<file path="config.mk">
export PLATFORM = sky130hd
export DESIGN_NAME = panel_init_seq
export DESIGN_NICKNAME = d
export VERILOG_FILES = /design/src/rtl/panel_init_pkg.sv /design/src/rtl/panel_init_dp.sv /design/src/rtl/panel_init_ctrl.sv /design/src/rtl/panel_init_seq.sv
export SDC_FILE = /design/constraint.sdc
export NUM_CORES = 1
export LEC_CHECK = 0
export ABC_CLOCK_PERIOD_IN_PS = 5000
export CORE_MARGIN = 2
export CORE_UTILIZATION = 50
export CTS_CLUSTER_DIAMETER = 100
export CTS_CLUSTER_SIZE = 24
export DETAILED_ROUTE_END_ITERATION = 6
export GPL_TIMING_DRIVEN = 0
export PLACE_DENSITY_LB_ADDON = 0.08
export SETUP_SLACK_MARGIN = 0.3
export SLEW_MARGIN = 20
export SYNTH_ARGS = -nofsm -noshare
export SYNTH_HDL_FRONTEND = slang
export SYNTH_SLANG_ARGS = --single-unit
</file>
<file path="constraint.sdc">
create_clock -name clk -period 5 [get_ports clk]
set_input_delay 1 -clock clk [delete_from_list [all_inputs] [get_ports clk]]
set_output_delay 1 -clock clk [all_outputs]
set_load 0.01 [all_outputs]
</file>
<file path="src/rtl/panel_init_pkg.sv">
package panel_init_pkg;

  typedef enum logic [3:0] {
    OP_RST_LO, OP_RST_HI, OP_WAIT, OP_WR, OP_FILL,
    OP_TBL, OP_RDCHK, OP_IDX, OP_END
  } op_e;

  // One program step: a = register or table start, b = value or expected code,
  // n = repeat count or milliseconds
  typedef struct packed {
    op_e         op;
    logic [15:0] a;
    logic [15:0] b;
    logic [23:0] n;
  } step_t;

  // Strobes from control to datapath
  typedef struct packed {
    logic startRun;
    logic nextStep;
    logic loadCnt;
    logic decCnt;
    logic tick;
    logic rstLo;
    logic rstHi;
    logic selVal;
  } cmd_t;

  localparam int TBL_LEN = 44;

  function automatic step_t mkStep(input op_e op, input logic [15:0] a,
                                   input logic [15:0] b, input logic [23:0] n);
    step_t s;
    s.op = op;
    s.a  = a;
    s.b  = b;
    s.n  = n;
    return s;
  endfunction

  function automatic logic [17:0] map16(input logic [15:0] w);
    return {w[15:8], 1'b1, w[7:0], 1'b1};
  endfunction

  function automatic logic [15:0] unmap18(input logic [17:0] r);
    return {r[17:10], r[8:1]};
  endfunction

  // Register/value pairs: entries 0-11, 12-36, 37-40, 41-43 form four groups
  function automatic logic [31:0] pairRom(input logic [5:0] i);
    case (i)
      6'd0:  return 32'h0060_2700;
      6'd1:  return 32'h0008_0808;
      6'd2:  return 32'h0090_001A;
      6'd3:  return 32'h0007_0001;
      6'd4:  return 32'h0017_0001;
      6'd5:  return 32'h0019_0000;
      6'd6:  return 32'h0010_17B0;
      6'd7:  return 32'h0011_0116;
      6'd8:  return 32'h0012_0198;
      6'd9:  return 32'h0013_1400;
      6'd10: return 32'h0029_000C;
      6'd11: return 32'h0012_01B8;
      6'd12: return 32'h0030_0307;
      6'd13: return 32'h0031_0303;
      6'd14: return 32'h0032_0603;
      6'd15: return 32'h0033_0202;
      6'd16: return 32'h0034_0202;
      6'd17: return 32'h0035_0202;
      6'd18: return 32'h0036_1F1F;
      6'd19: return 32'h0037_0303;
      6'd20: return 32'h0038_0303;
      6'd21: return 32'h0039_0603;
      6'd22: return 32'h003A_0202;
      6'd23: return 32'h003B_0102;
      6'd24: return 32'h003C_0204;
      6'd25: return 32'h003D_0000;
      6'd26: return 32'h0001_0100;
      6'd27: return 32'h0002_0300;
      6'd28: return 32'h0003_5028;
      6'd29: return 32'h0020_00EF;
      6'd30: return 32'h0021_0000;
      6'd31: return 32'h0004_0000;
      6'd32: return 32'h0009_0000;
      6'd33: return 32'h000A_0008;
      6'd34: return 32'h000C_0000;
      6'd35: return 32'h000D_0000;
      6'd36: return 32'h0015_8000;
      6'd37: return 32'h0061_0001;
      6'd38: return 32'h0092_0100;
      6'd39: return 32'h0093_0001;
      6'd40: return 32'h0007_0021;
      6'd41: return 32'h0010_16B0;
      6'd42: return 32'h0011_0111;
      6'd43: return 32'h0007_0061;
      default: return 32'h0000_0000;
    endcase
  endfunction

endpackage

</file>
<file path="src/rtl/panel_init_dp.sv">
module panel_init_dp
  import panel_init_pkg::*;
#(
  parameter int          CLK_PER_MS = 100000,
  parameter int          H_RES      = 320,
  parameter int          V_RES      = 240,
  parameter int          LINE_WORDS = 256,
  parameter logic [15:0] ID_CODE    = 16'h1505
) (
  input  logic        clk,
  input  logic        rstN,
  input  cmd_t        cmd,
  input  logic [17:0] rdWord,
  output op_e         stepOp,
  output logic        cntOne,
  output logic        cntZero,
  output logic        idMatch,
  output logic [17:0] wrWord,
  output logic        panelResetN
);

  localparam int          CLEAR_WORDS = H_RES * LINE_WORDS;
  localparam int          CNT_MAX     = (CLEAR_WORDS > 255) ? CLEAR_WORDS : 255;
  localparam int          CNT_W       = $clog2(CNT_MAX + 1);
  localparam int          PRE_W       = (CLK_PER_MS > 2) ? $clog2(CLK_PER_MS) : 1;
  localparam logic [15:0] WIN_Y0      = 16'(239 - (V_RES - 1));
  localparam logic [15:0] WIN_X1      = 16'(H_RES - 1);
  localparam logic [23:0] CLR_N       = 24'(CLEAR_WORDS);

  logic [4:0]       stepIdx;
  logic [CNT_W-1:0] cnt;
  logic [PRE_W-1:0] pre;
  logic [5:0]       tblPtr;
  logic             rstReg;
  step_t            step;
  logic [31:0]      curPair;

  function automatic step_t progStep(input logic [4:0] idx);
    case (idx)
      5'd0:  return mkStep(OP_RST_LO, 16'h0, 16'h0, 24'd0);
      5'd1:  return mkStep(OP_WAIT,   16'h0, 16'h0, 24'd2);
      5'd2:  return mkStep(OP_RST_HI, 16'h0, 16'h0, 24'd0);
      5'd3:  return mkStep(OP_WAIT,   16'h0, 16'h0, 24'd1);
      5'd4:  return mkStep(OP_FILL,   16'h0, 16'h0, 24'd4);
      5'd5:  return mkStep(OP_RDCHK,  16'h0, ID_CODE, 24'd0);
      5'd6:  return mkStep(OP_FILL,   16'h0, 16'h0, 24'd4);
      5'd7:  return mkStep(OP_WR,     16'h00A4, 16'h0001, 24'd1);
      5'd8:  return mkStep(OP_WAIT,   16'h0, 16'h0, 24'd10);
      5'd9:  return mkStep(OP_TBL,    16'd0, 16'h0, 24'd12);
      5'd10: return mkStep(OP_WAIT,   16'h0, 16'h0, 24'd100);
      5'd11: return mkStep(OP_TBL,    16'd12, 16'h0, 24'd25);
      5'd12: return mkStep(OP_WR,     16'h0050, WIN_Y0, 24'd1);
      5'd13: return mkStep(OP_WR,     16'h0051, 16'h00EF, 24'd1);
      5'd14: return mkStep(OP_WR,     16'h0052, 16'h0000, 24'd1);
      5'd15: return mkStep(OP_WR,     16'h0053, WIN_X1, 24'd1);
      5'd16: return mkStep(OP_TBL,    16'd37, 16'h0, 24'd4);
      5'd17: return mkStep(OP_WAIT,   16'h0, 16'h0, 24'd10);
      5'd18: return mkStep(OP_TBL,    16'd41, 16'h0, 24'd3);
      5'd19: return mkStep(OP_WAIT,   16'h0, 16'h0, 24'd40);
      5'd20: return mkStep(OP_WR,     16'h0020, 16'h0000, 24'd1);
      5'd21: return mkStep(OP_WR,     16'h0021, 16'h0000, 24'd1);
      5'd22: return mkStep(OP_FILL,   16'h0022, 16'h0000, CLR_N);
      5'd23: return mkStep(OP_WR,     16'h0020, 16'h0000, 24'd1);
      5'd24: return mkStep(OP_WR,     16'h0021, 16'h0000, 24'd1);
      5'd25: return mkStep(OP_WR,     16'h0007, 16'h0173, 24'd1);
      5'd26: return mkStep(OP_WAIT,   16'h0, 16'h0, 24'd40);
      5'd27: return mkStep(OP_IDX,    16'h0022, 16'h0, 24'd0);
      5'd28: return mkStep(OP_WAIT,   16'h0, 16'h0, 24'd100);
      default: return mkStep(OP_END,  16'h0, 16'h0, 24'd0);
    endcase
  endfunction

  always_comb begin
    step    = progStep(stepIdx);
    stepOp  = step.op;
    curPair = (step.op == OP_TBL) ? pairRom(tblPtr) : {step.a, step.b};
    wrWord  = map16(cmd.selVal ? curPair[15:0] : curPair[31:16]);
    idMatch = (unmap18(rdWord) == step.b);
    cntOne  = (cnt == CNT_W'(1));
    cntZero = (cnt == '0);
    panelResetN = rstReg;
  end

  always_ff @(posedge clk or negedge rstN) begin
    if (!rstN) begin
      stepIdx <= '0;
      cnt     <= '0;
      pre     <= '0;
      tblPtr  <= '0;
      rstReg  <= 1'b1;
    end else begin
      if (cmd.startRun)      stepIdx <= '0;
      else if (cmd.nextStep) stepIdx <= stepIdx + 5'd1;

      if (cmd.loadCnt) begin
        cnt    <= step.n[CNT_W-1:0];
        pre    <= '0;
        tblPtr <= step.a[5:0];
      end else if (cmd.decCnt) begin
        cnt    <= cnt - CNT_W'(1);
        tblPtr <= tblPtr + 6'd1;
      end else if (cmd.tick && !cntZero) begin
        if (pre == PRE_W'(CLK_PER_MS - 1)) begin
          pre <= '0;
          cnt <= cnt - CNT_W'(1);
        end else begin
          pre <= pre + PRE_W'(1);
        end
      end

      if (cmd.rstLo)      rstReg <= 1'b0;
      else if (cmd.rstHi) rstReg <= 1'b1;
    end
  end

endmodule

</file>
<file path="src/rtl/panel_init_ctrl.sv">
module panel_init_ctrl
  import panel_init_pkg::*;
(
  input  logic clk,
  input  logic rstN,
  input  logic start,
  input  logic busReady,
  input  op_e  stepOp,
  input  logic cntOne,
  input  logic cntZero,
  input  logic idMatch,
  output cmd_t cmd,
  output logic idxWr,
  output logic datWr,
  output logic datRd,
  output logic doneO,
  output logic errO
);

  typedef enum logic [3:0] {
    S_IDLE, S_FETCH, S_IDX, S_DAT, S_RIDX, S_RRD, S_RCMP,
    S_XIDX, S_WAIT, S_DONE, S_ERR
  } state_e;

  state_e state, nextState;

  always_comb begin
    cmd       = '0;
    idxWr     = 1'b0;
    datWr     = 1'b0;
    datRd     = 1'b0;
    nextState = state;
    case (state)
      S_IDLE, S_DONE, S_ERR: begin
        if (start) begin
          cmd.startRun = 1'b1;
          nextState    = S_FETCH;
        end
      end
      S_FETCH: begin
        case (stepOp)
          OP_RST_LO: begin cmd.rstLo = 1'b1; cmd.nextStep = 1'b1; end
          OP_RST_HI: begin cmd.rstHi = 1'b1; cmd.nextStep = 1'b1; end
          OP_WAIT:   begin cmd.loadCnt = 1'b1; nextState = S_WAIT; end
          OP_WR, OP_FILL, OP_TBL: begin
            cmd.loadCnt = 1'b1;
            nextState   = S_IDX;
          end
          OP_RDCHK:  nextState = S_RIDX;
          OP_IDX:    nextState = S_XIDX;
          OP_END:    nextState = S_DONE;
          default:   nextState = S_ERR;
        endcase
      end
      S_IDX: begin
        if (busReady) begin
          idxWr     = 1'b1;
          nextState = S_DAT;
        end
      end
      S_DAT: begin
        cmd.selVal = 1'b1;
        if (busReady) begin
          datWr      = 1'b1;
          cmd.decCnt = 1'b1;
          if (cntOne) begin
            cmd.nextStep = 1'b1;
            nextState    = S_FETCH;
          end else begin
            nextState = S_IDX;
          end
        end
      end
      S_RIDX: begin
        if (busReady) begin
          idxWr     = 1'b1;
          nextState = S_RRD;
        end
      end
      S_RRD: begin
        if (busReady) begin
          datRd     = 1'b1;
          nextState = S_RCMP;
        end
      end
      S_RCMP: begin
        if (idMatch) begin
          cmd.nextStep = 1'b1;
          nextState    = S_FETCH;
        end else begin
          nextState = S_ERR;
        end
      end
      S_XIDX: begin
        if (busReady) begin
          idxWr        = 1'b1;
          cmd.nextStep = 1'b1;
          nextState    = S_FETCH;
        end
      end
      S_WAIT: begin
        if (cntZero) begin
          cmd.nextStep = 1'b1;
          nextState    = S_FETCH;
        end else begin
          cmd.tick = 1'b1;
        end
      end
      default: nextState = S_IDLE;
    endcase
  end

  always_ff @(posedge clk or negedge rstN) begin
    if (!rstN) state <= S_IDLE;
    else       state <= nextState;
  end

  assign doneO = (state == S_DONE);
  assign errO  = (state == S_ERR);

endmodule

</file>
<file path="src/rtl/panel_init_seq.sv">
module panel_init_seq
  import panel_init_pkg::*;
#(
  parameter int          CLK_PER_MS = 100000,
  parameter int          H_RES      = 320,
  parameter int          V_RES      = 240,
  parameter int          LINE_WORDS = 256,
  parameter logic [15:0] ID_CODE    = 16'h1505
) (
  input  logic        clk,
  input  logic        rstN,
  input  logic        start,
  input  logic        busReady,
  input  logic [17:0] rdWord,
  output logic        idxWr,
  output logic        datWr,
  output logic        datRd,
  output logic [17:0] wrWord,
  output logic        panelResetN,
  output logic        doneO,
  output logic        errO
);

  cmd_t cmd;
  op_e  stepOp;
  logic cntOne, cntZero, idMatch;

  panel_init_ctrl u_ctrl (
    .clk(clk), .rstN(rstN), .start(start), .busReady(busReady),
    .stepOp(stepOp), .cntOne(cntOne), .cntZero(cntZero), .idMatch(idMatch),
    .cmd(cmd), .idxWr(idxWr), .datWr(datWr), .datRd(datRd),
    .doneO(doneO), .errO(errO)
  );

  panel_init_dp #(
    .CLK_PER_MS(CLK_PER_MS), .H_RES(H_RES), .V_RES(V_RES),
    .LINE_WORDS(LINE_WORDS), .ID_CODE(ID_CODE)
  ) u_dp (
    .clk(clk), .rstN(rstN), .cmd(cmd), .rdWord(rdWord),
    .stepOp(stepOp), .cntOne(cntOne), .cntZero(cntZero), .idMatch(idMatch),
    .wrWord(wrWord), .panelResetN(panelResetN)
  );

endmodule

</file>
# ---- After elaboration in Yosys (flattened, before gate mapping)
# Memories as Yosys holds them, arrays and structs flattened.
# Index checks and enable logic that the tools add are counted.
dict set report totals {
  mem_bits_ro 2560
  register_bits 50
  input_bits 22
  ram_bits 0
  output_inout_bits 24
  word_cells 108
  latch_bits 0
  mem_count 2
}
dict set report classes {
  multipliers 0
  addsub 4
  n_eq_ne 30
  reduce_logical 19
  div 0
  n_bitwise 0
  magnitude_cmp 0
  n_shift 0
  mux 47
}
# name words width rd rd_clocked_by_memory_dff write_ports line_no
set memory_table {}
lappend memory_table {{(no name shown)} 64 24 1 0 0 panel_init_pkg.sv:51} ;# case (i)
lappend memory_table {{(no name shown)} 32 32 1 0 0 panel_init_dp.sv:39} ;# case (idx)
# operator n
set ops {}
lappend ops {{17-bit 2-to-1 mux} 8}
lappend ops {{4-bit one-hot mux with 9 select lines} 1}
lappend ops {{4-bit by 3-bit equality test with 1-bit output, second input constant} 8}
lappend ops {{32-bit 2-to-1 mux} 1}
lappend ops {{4-bit 2-to-1 mux} 8}
lappend ops {{4-bit one-hot mux with 6 select lines} 1}
lappend ops {{1-bit 2-to-1 mux} 20}
lappend ops {{17-bit by 1-bit adder with 17-bit output, second input constant} 1}
lappend ops {{17-bit by 1-bit equality test with 1-bit output, second input constant} 1}
lappend ops {{17-bit equality test, second input constant} 1}
lappend ops {{17-bit zero test} 1}
lappend ops {{17-bit by 1-bit subtractor with 17-bit output, second input constant} 1}
lappend ops {{16-bit equality test} 1}
lappend ops {{4-bit by 2-bit equality test with 1-bit output, second input constant} 4}
lappend ops {{4-bit equality test, second input constant} 4}
lappend ops {{16-bit 2-to-1 mux} 1}
lappend ops {{2-bit != test, second input constant} 7}
lappend ops {{6-bit 2-to-1 mux} 2}
lappend ops {{5-bit 2-to-1 mux} 2}
lappend ops {{3-bit OR reduction} 3}
lappend ops {{4-bit by 1-bit equality test with 1-bit output, second input constant} 2}
lappend ops {{4-bit zero test} 2}
lappend ops {{8-bit AND reduction} 1}
lappend ops {{2-bit nonzero test} 4}
lappend ops {{other kinds (11)} 15}

# ---- Depth between registers and ports, before layout
# Gate-level depths: netlist of the first run.
dict set report logic_depth {
  word_depth 7
  depth_mapped 12
  mapped_depth_nobuf 9
}

# ---- Cells and area by module
# From an unflattened synthesis of the first run, not the netlist that was laid out.
dict set report unflattened {
  hier_cells 716
  hier_area_um2 5333.9
}
# mod cells_each area_per_inst_um2 instances seq_area_each_um2
set modules_own_cells {}
lappend modules_own_cells {panel_init_dp 640 4752.1 1 1152.4}
lappend modules_own_cells {panel_init_ctrl 76 581.8 1 100.1}

# ---- Worst setup path before layout of the first run
# Ideal clock, no wire load.
dict set report synth_timing {
  path_type {register to output}
  startpoint {reg u_dp.stepIdx[0]}
  endpoint {out wrWord[16]}
  stages_incl_launch_ff 12
  arrival_time_ps 2806
  t_required_ps 4000
  slack_ps 1194
  path_buffers 3
  cell_sequence {dfrtp_1 > clkbuf_1 > clkbuf_1 > inv_1 > ha_1 > mux2_1 > o221ai_1 > o21a_1 > and3_1 > buf_2 > nand3_1 > nor4_1}
}
dict set report synth_via {
  elab_chain_len 4
}
# item line_no
set synth_lines {}
lappend synth_lines {{start, declared} panel_init_dp.sv:30} ;# logic [4:0] stepIdx;
lappend synth_lines {{start signal, assigned} panel_init_dp.sv:93} ;# else if (cmd.nextStep) stepIdx <= stepIdx + 5'd1;
lappend synth_lines {{memory read 32 x 32 bit} --}
lappend synth_lines {{4-bit by 3-bit equality test with 1-bit output} panel_init_dp.sv:76} ;# curPair = (step.op == OP_TBL) ? pairRom(tblPtr) : {step.a, step.b};
lappend synth_lines {{32-bit 2-to-1 mux} panel_init_dp.sv:76}
lappend synth_lines {{16-bit 2-to-1 mux} panel_init_dp.sv:77} ;# wrWord = map16(cmd.selVal ? curPair[15:0] : curPair[31:16]);
lappend synth_lines {{end, declared} panel_init_seq.sv:18} ;# output logic [17:0] wrWord,
# No other way between the ends.

# ---- Worst setup path after layout of the first run
dict set report layout_timing {
  startpoint {reg u_dp.stepIdx[0]}
  endpoint {out wrWord[2]}
}
dict set report layout_via {
  elab_chain_len 4
}
# item line_no
set layout_lines {}
lappend layout_lines {{memory read 32 x 32 bit (*)} --}
lappend layout_lines {{4-bit by 3-bit equality test with 1-bit output} panel_init_dp.sv:76}
lappend layout_lines {{32-bit 2-to-1 mux (*)} panel_init_dp.sv:76}
lappend layout_lines {{16-bit 2-to-1 mux (*)} panel_init_dp.sv:77}
# Every way passes the cells marked *; elsewhere a longest branch is shown, timed or not.

==> impl_metrics.tcl, run 1 <==
set metrics [dict create \
    fin_area_sq_um 6060 \
    synth-seq-cells 50 \
    final_nets 806 \
    cts_buffer_depth 2 \
    yosysMostFrequentCell "nand2_1" \
    status "finished, final reports clean" \
    grt_pass1_vias 5334 \
    vias_per_cell 6.40 \
    core_sq_um 10300 \
    leakage_nw 2.44 \
    port_buffers 41 \
    syn_area_sq_um 5280 \
    vias 5730 \
    grt_setup_unrepaired "no" \
    routed_wl_mm 17.2 \
    drtIter0Drc 504 \
    crit_required_ps 4000 \
    synth-async-reset-ratio_pct 100 \
    finalHoldViolCount 0 \
    syn_to_final_growth_pct 14.8 \
    overflow 0 \
    ctsHtreeMaxLevel 2 \
    cp_data_arrival_time_ps 3560 \
    ios 46 \
    grt_max_degree 33 \
    ys_seq_area_share_pct 23.7 \
    critPathMaxFanout 10 \
    synth_edf_count 0 \
    initial_core_util_pct 51.4 \
    die_y_microns 107 \
    drv_slew 0 \
    hpwl_mm 12.9 \
    diodes 0 \
    synth_area_leader_cell "dfrtp_1" \
    synth_area_leaders "dfrtp_1 23%, ha_1 5.9%, a21oi_1 5.0%" \
    gp_congestion 1.03 \
    grt_usage_pct 30.3 \
    ant_nets 0 \
    grt_pass1_wl_mm 27.7 \
    grt_antenna_before_repair 0 \
    synth_top_area_share_pct 23.2 \
    synthCells 704 \
    drc 0 \
    die_area_sq_um 11400 \
    cts_tree "yes" \
    ys_types 80 \
    end_kind "primary output" \
    drive_above_1_share_pct 8.68 \
    wl_per_cell_microns 19.2 \
    clock.fmax_ghz 0.219 \
    fin_crit_sh_pct 91.2 \
    timing.setup.tns_ps 0 \
    rows 37 \
    start_kind "flip-flop" \
    synth_area_per_cell_sq_um 7.50 \
    worst_pin_slew_ps 643 \
    hp-class "flip-flop to flip-flop" \
    synth_commonest_cells "67 x nand2_1, 66 x nor2_1, 53 x a21oi_1" \
    maxCapViolations 0 \
    first_pass_iters 5 \
    crit_type "flip-flop to primary output" \
    power.density_nw_per_um2 478 \
    skew_ps 12.2 \
    path_clk_slew_ps 100 \
    numCtsBuffers 5 \
    nFillCells 1017 \
    setup_viol 0 \
    ir_worst_vdd_mv 0.255 \
    place_area_sq_um 5880 \
    fin_crit_ps 4560 \
    die_x_microns 107 \
    root_buffer "clkbuf_8" \
    numClockSinks 50 \
    clock_latency_ps 320 \
    ys_warn_count 0 \
    slew_headroom_pct 56.8 \
    synthFlopType "dfrtp_1" \
]
worst max-delay path, stage by stage (launching register included):
cell and delay, ps:
dfrtp_1 440, clkbuf_2 210, buf_4 200, inv_1 100
ha_1 290, and4b_1 210, or4_4 460, and3_4 210
buf_4 170, o221ai_1 70, o21ai_0 110, a21oi_1 210
clkdlybuf4s50_1 580
cells by family (layout without fill, tap and decap cells):
logic type               after synthesis  in the layout  synth area share, %
AO/OA/AOI/OAI                        225            225                 28.2
XOR/XNOR                              26             26                 4.31
adder cells (fa/ha/maj)               25             25                 5.92
buffers and inverters                 73            128                 5.66
flip-flops                            50             50                 23.7
multiplexers                          16             16                 3.22
other                                  1              2               0.0710
AND/OR/NAND/NOR                      288            288                 28.9
timing repair:
action,4_1_cts,5_1_grt
hold buffers,0,0
endpoints found under the setup margin,16,15
resized for setup,11,11
setup buffers,0,5
sequential cells by signal, indices dropped and copies added, names as in the netlist:
name / flops
u_dp.stepIdx: 5
u_ctrl.state: 4
u_dp.panelResetN: 1
u_dp.pre: 17
u_dp.tblPtr: 6
u_dp.cnt: 17
metrics by stage:
step	worst slack [ps]	power, mW	utilization, %	instances	hold slack [ps]
finish	438	2.90	59.0	896	547
global route	276	3.11	59.0	896	559
CTS	278	2.82	58.4	891	545
detailed placement	79.7	2.51	57.2	883	526
global placement	101	2.51	57.1	882	509
floorplan	1190	1.94	-	705	475
final timing paths:
| path | depth (start not counted) | slack, ps | from | endpoint |
|---|---|---|---|---|
| min in group asynchronous | 1 | 620 | rstN | u_dp.pre[6] |
| min reg2reg | 2 | 550 | u_dp.cnt[10] | u_dp.cnt[10] |
| min | 2 | 550 | u_dp.cnt[10] | u_dp.cnt[10] |
| max reg2reg | 11 | 1720 | u_dp.stepIdx[0] | u_dp.pre[5] |
| max in group asynchronous | 2 | 3760 | rstN | u_dp.panelResetN |
| max | 12 | 440 | u_dp.stepIdx[0] | wrWord[2] |
area by class of cell:
class,count,area (sq um),share of cell area (%)
clock inverter,3,40.0,0.660
sequential,50,1250,20.7
inverter,20,76.3,1.26
multi-input combinational,582,3750,61.8
buffer,53,245,4.04
tap,136,170,2.81
clock buffer,5,68.8,1.13
timing repair buffer,47,462,7.61
metal layers:
metal	part of all wire (%)	vias to the layer above	GRT usage [%]
met3	6.7	39	3.89
met5	0	-	0
met4	2.5	0	10.9
li1	-	2705	-
met2	46	271	47.7
met1	45	2715	42.6
layout by cell type, fill, tap and decap left out, types with 5 or more instances in the layout:
master           synthesis  layout
inv_1                   17      17
nand2_1                 67      67
nor2_1                  66      66
xnor2_1                 10      10
a31oi_1                 11      11
clkdlybuf4s50_1          0      39
o21ai_0                 39      39
nor3_1                  25      25
clkbuf_8                 0       5
o211ai_1                 7       7
a211oi_1                 9       8
dfrtp_1                 49      48
a21o_1                   9       9
ha_1                    25      25
o31ai_1                  5       5
o221ai_1                 6       6
nand4_1                  7       7
xor2_1                  16      16
buf_2                   11      10
nand2b_1                14      14
nor2b_1                 13      13
and3_1                   7       6
clkbuf_1                34      29
or3_1                    8       8
o22ai_1                  9       9
nor4_1                   9       9
nand3b_1                 9       9
a21oi_1                 53      53
mux2i_1                 10      10
nand3_1                 24      24
o21ai_1                 22      22
a22o_1                  13      13
buf_4                    3      10
power by group:
part           total (mW)  switching [mW]  internal [mW]
Sequential          0.632           0.132          0.500
Combinational        1.98            1.25          0.725
Clock               0.289           0.141          0.148
Total                2.90            1.53           1.37
No activity file was read; power rests on OpenSTA's default activity.
==> run 2, diff against run 1 <==
- GPL_TIMING_DRIVEN: 0 -> not set
- TNS_END_PERCENT: not set -> 5
==> run 2 against run 1 <==
Compared with the run above:
- critical path depth decreased by 3
- power is 5.7% lower
- maximum frequency increased by 1.3%
- global-route usage is 2.9 points lower
- combinational power fell by 10%
- count of clock-buffer cells in the layout rose by 1
- via count is 7.7% lower
- cell count is 4.8% lower
- sequential share of layout area is 0.73 points higher
- sequential cell count unchanged
- non-clock buffer count down 43
- setup slack better by 59 ps
==> impl_metrics.tcl, run 2 (same netlist as run 1, synthesis figures left out) <==
set metrics [dict create \
    final_util_pct 57.0 \
    drc 0 \
    numCtsBuffers 5 \
    numClockSinks 50 \
    drive_above_1_share_pct 7.25 \
    setup_viol 0 \
    final_cell_mix "67 x nand2_1, 65 x nor2_1, 53 x a21oi_1" \
    power.density_nw_per_um2 467 \
    cts_buffer_depth 2 \
    finalHoldViolCount 0 \
    maxCapViolations 0 \
    max_stage_delay_ps 600 \
    path_clk_slew_ps 100 \
    start_kind "flip-flop" \
    grt_max_degree 51 \
    worst_pin_slew_ps 841 \
    hpwl_mm 11.2 \
    grt_setup_unrepaired "no" \
    cpMaxStageDelayCell "dfrtp_1" \
    slew_headroom_pct 43.9 \
    clock.fmax_ghz 0.222 \
    die_area_sq_um 11400 \
    first_pass_iters 6 \
    place_area_sq_um 5760 \
    ios 46 \
    initial_core_util_pct 51.4 \
    nFillCells 999 \
    crit_type "flip-flop to primary output" \
    die_y_microns 107 \
    grt_pass1_wl_mm 25.3 \
    crit_top_cell "a21oi_1" \
    clock_latency_ps 310 \
    final_nets 763 \
    leakage_nw 2.33 \
    ctsHtreeMaxLevel 2 \
    core_sq_um 10300 \
    top_regs "u_dp.cnt (17), u_dp.pre (17), u_dp.tblPtr (6)" \
    grt_pass1_vias 4897 \
    end_kind "primary output" \
    crit_required_ps 4000 \
    place_ws_ps 672 \
    grt_usage_pct 27.4 \
    diodes 0 \
    routed_wl_mm 15.4 \
    vias_per_cell 6.20 \
    drv_slew 0 \
    final_common_cell "nand2_1" \
    hold_buffers 0 \
    path_buf_inv 2 \
    fin_area_sq_um 5860 \
    cp_top_family "compound AO/OA/AOI/OAI gates" \
    ir_worst_vdd_mv 0.293 \
    wl_per_cell_microns 18.1 \
    syn_to_final_growth_pct 10.9 \
    gp_congestion 0.922 \
    fin_ws_ps 497 \
    root_buffer "clkbuf_8" \
    critPathMaxFanout 11 \
    rows 37 \
    crit_chain "inv_1 > ha_1 > or2_2 > a311oi_1 > a21oi_1 > o21ai_0 > a21oi_1 > nor2_1 > clkdlybuf4s50_1" \
    cp_data_arrival_time_ps 3500 \
    vias 5291 \
    status "finished, final reports clean" \
    hp-class "flip-flop to flip-flop" \
    overflow 0 \
    drtIter0Drc 357 \
    total_power_mw 2.74 \
    ant_nets 0 \
    post_cts_buffers 0 \
    skew_ps 9.06 \
    cts_tree "yes" \
    port_buffers 41 \
    fin_crit_ps 4500 \
    grt_antenna_before_repair 0 \
    timing.setup.tns_ps 0 \
    fin_crit_sh_pct 90.1 \
    die_x_microns 107 \
]
-- run 2: changes by cell type in the layout (fill, tap and decap cells not counted), moves of 2 or more --
cell      change
buf_1         -3
buf_2         -9
buf_4         +6
clkbuf_1     -29
clkbuf_2      -4
clkbuf_4      -3
clkinv_2      -2
-- run 2: worst paths after layout --
check / startpoint / to / slack [ps] / cells after the start
hold / removal: u_dp.cnt[8] / u_dp.cnt[8] / 540 / 1
hold reg to reg: u_dp.cnt[8] / u_dp.cnt[8] / 540 / 1
min in group asynchronous: rstN / u_dp.pre[15] / 790 / 2
setup reg to reg: u_dp.stepIdx[1] / u_dp.pre[16] / 1840 / 9
max in group asynchronous: rstN / u_dp.stepIdx[2] / 3760 / 2
setup / recovery: u_dp.tblPtr[1] / wrWord[10] / 500 / 9
-- run 2: per-stage QoR --
stage | hold WS (ps) | cells
CTS | 534 | 853
floorplan | 475 | 705
global route | 565 | 853
global placement | 503 | 845
finish | 540 | 853
detailed placement | 519 | 845
-- run 2: per-layer routing --
layer	global-route usage, %	vias to the layer above	wire length, microns
li1	-	2614	-
met1	40.9	2487	7380
met2	41.7	169	6980
met3	3.47	21	760
met4	7.24	0	297
met5	0	-	0
-- run 2: power breakdown --
part / internal, mW / leakage [nW] / switching, mW
registers: 0.499 / 0.658 / 0.202
logic: 0.698 / 1.62 / 1.08
clock network: 0.112 / 0.0472 / 0.147
-- run 2: cell type report --
type	count	area (sq um)	share of cell area [%]
flip-flops and latches	50	1250	21.4
repair buffers	57	526	8.97
clock buffers	6	82.6	1.41
multi-input cells	582	3740	63.8
inverters	20	75.1	1.28
clock inverters	2	12.5	0.214
well taps	136	170	2.91
-- run 2: what timing repair did --
action,in CTS,in global routing
endpoints found under the setup margin,1,15
resized for setup,1,1
pin swaps,0,0
==> run 3, diff against run 2 <==
- CORE_ASPECT_RATIO: not set -> 1.5
- CTS_CLUSTER_SIZE: 24 -> 8
- HOLD_SLACK_MARGIN: not set -> 0.03
==> run 3 against run 2 <==
Compared with the run above:
- register-to-register slack got worse by 50 ps
- core utilization shrank 0.23 points
- die area up 0.15%
- combinational power about the same
- sequential power rose by 1%
- hold slack lost 16 ps
- wire length up 4.5%
- clock skew is 2.6 ps lower
- maximum frequency fell by 0.38%
- clock power up 39%
- largest cell class unchanged
- highest routed layer unchanged
==> impl_metrics.tcl, run 3 (same netlist as run 1, synthesis figures left out) <==
set metrics [dict create \
    drtIter0Drc 397 \
    numCtsBuffers 5 \
    drv_slew 0 \
    holdWs_ps 524 \
    maxCapViolations 0 \
    ios 46 \
    final_util_pct 56.7 \
    finalHoldViolCount 0 \
    vias 5485 \
    port_buffers 41 \
    register_area_sq_um 1250 \
    multi_input_area_sq_um 3740 \
    fin_crit_sh_pct 90.4 \
    path_clk_slew_ps 70 \
    setup_viol 0 \
    grt_usage_pct 28.7 \
    wl_met3_microns 712 \
    syn_to_final_growth_pct 12.0 \
    drive_above_1_share_pct 6.99 \
    slew_headroom_pct 43.5 \
    rows 46 \
    nFillCells 1004 \
    clkPwrFrac_pct 12.7 \
    post_cts_buffers 0 \
    die_x_microns 87.9 \
    cts_tree "yes" \
    wl_per_cell_microns 18.8 \
    status "finished, final reports clean" \
    total_power_mw 2.82 \
    hold_buffers 0 \
    first_pass_iters 5 \
    initial_core_util_pct 50.7 \
    final_common_cell "nand2_1" \
    grt_pass1_vias 5241 \
    overflow 0 \
    drc 0 \
    die_area_sq_um 11400 \
    dr_wl_met2_mm 8.45 \
    routed_wl_mm 16.1 \
    skew_ps 6.46 \
    final_nets 761 \
    power.share.combinational_pct 62.1 \
    ir_worst_vdd_mv 0.234 \
    ant_nets 0 \
    root_buffer "clkbuf_16" \
    vias_per_cell 6.39 \
    crit_required_ps 4000 \
    seq_power_share_pct 25.2 \
    grt_antenna_before_repair 0 \
    worst_pin_slew_ps 842 \
    final_cell_mix "67 x nand2_1, 65 x nor2_1, 53 x a21oi_1" \
    die_y_microns 130 \
    routed.top_layer "met4" \
    leakage_nw 2.35 \
    power.density_nw_per_um2 478 \
    crit_type "flip-flop to primary output" \
    hp-class "flip-flop to flip-flop" \
    timing.setup.tns_ps 0 \
    end_kind "primary output" \
    clock.fmax_ghz 0.221 \
    wl_met1_mm 6.33 \
    start_kind "flip-flop" \
    p_sw_share_pct 51.0 \
    grt_setup_unrepaired "no" \
    cts_buffer_depth 2 \
    top_regs "u_dp.cnt (17), u_dp.pre (17), u_dp.tblPtr (6)" \
    p_switching_mw 1.44 \
    cts_resized 1 \
    internal_power_mw 1.38 \
    hpwl_mm 11.9 \
    core_sq_um 10400 \
    gp_congestion 0.915 \
    cp_data_arrival_time_ps 3520 \
    grt_pass1_wl_mm 26.2 \
    grt_max_degree 51 \
    critPathMaxFanout 11 \
    fin_crit_ps 4520 \
    diodes 0 \
    ctsHtreeMaxLevel 2 \
    numClockSinks 50 \
    clock_latency_ps 290 \
]
[run 3: cell types whose count changed in the layout (fill, tap and decap cells not counted)]
cell        before  now
clkinvlp_4       1    0
clkinv_4         0    2
clkbuf_16        0    5
clkinv_2         1    0
clkbuf_8         6    1
buf_4           16   14
[run 3: area by class of cell]
class                           instances  share of cell area, %
Clock buffer                            6                   2.35
Clock inverter                          2                  0.296
Inverter                               20                   1.27
Multi-Input combinational cell        582                   63.2
Sequential cell                        50                   21.2
Tap cell                              144                   3.05
Timing Repair Buffer                   55                   8.63
[run 3: worst max-delay path, stage by stage (launching register included)]
cell and delay (ps):
dfrtp_1 590, inv_1 240, ha_1 480, or2_2 360
a311oi_1 260, a21oi_1 80, o21ai_0 420, a21oi_1 130
nor2_1 110, clkdlybuf4s50_1 550
[run 3: final timing paths]
path	startpoint	end	slack, ps	depth (start not counted)
min reg2reg	u_dp.pre[0]	u_dp.pre[0]	520	1
min in group asynchronous	rstN	u_dp.stepIdx[2]	810	2
max in group asynchronous	rstN	u_dp.stepIdx[3]	3740	2
min	u_dp.pre[0]	u_dp.pre[0]	520	1
max reg2reg	u_dp.stepIdx[1]	u_dp.pre[9]	1790	9
max	u_dp.tblPtr[1]	wrWord[10]	480	9
[run 3: per-stage QoR]
step	setup slack, ps	cell area [sq um]	instances
after floorplan	1190	5280	705
after global placement	668	5750	851
after detailed placement	595	5750	851
after CTS	400	5910	859
after global routing	399	5910	859
final	480	5910	859
[run 3: metal layers]
layer,global-route usage (%),up-vias
met5,0,-
met4,12.4,0
met3,2.53,43
met2,52.8,197
met1,33.3,2627
li1,-,2618
[run 3: power groups by stage]
| stage | Sequential, mW | Combinational (mW) | Clock [mW] |
|---|---|---|---|
| 3_5_place_dp | 0.710 | 1.72 | 0 |
| 3_3_place_gp | 0.707 | 1.70 | 0 |
| 2_1_floorplan | 0.599 | 1.34 | 0 |
| 6_report | 0.711 | 1.75 | 0.359 |
| 5_1_grt | 0.736 | 1.93 | 0.383 |
| 4_1_cts | 0.704 | 1.72 | 0.365 |
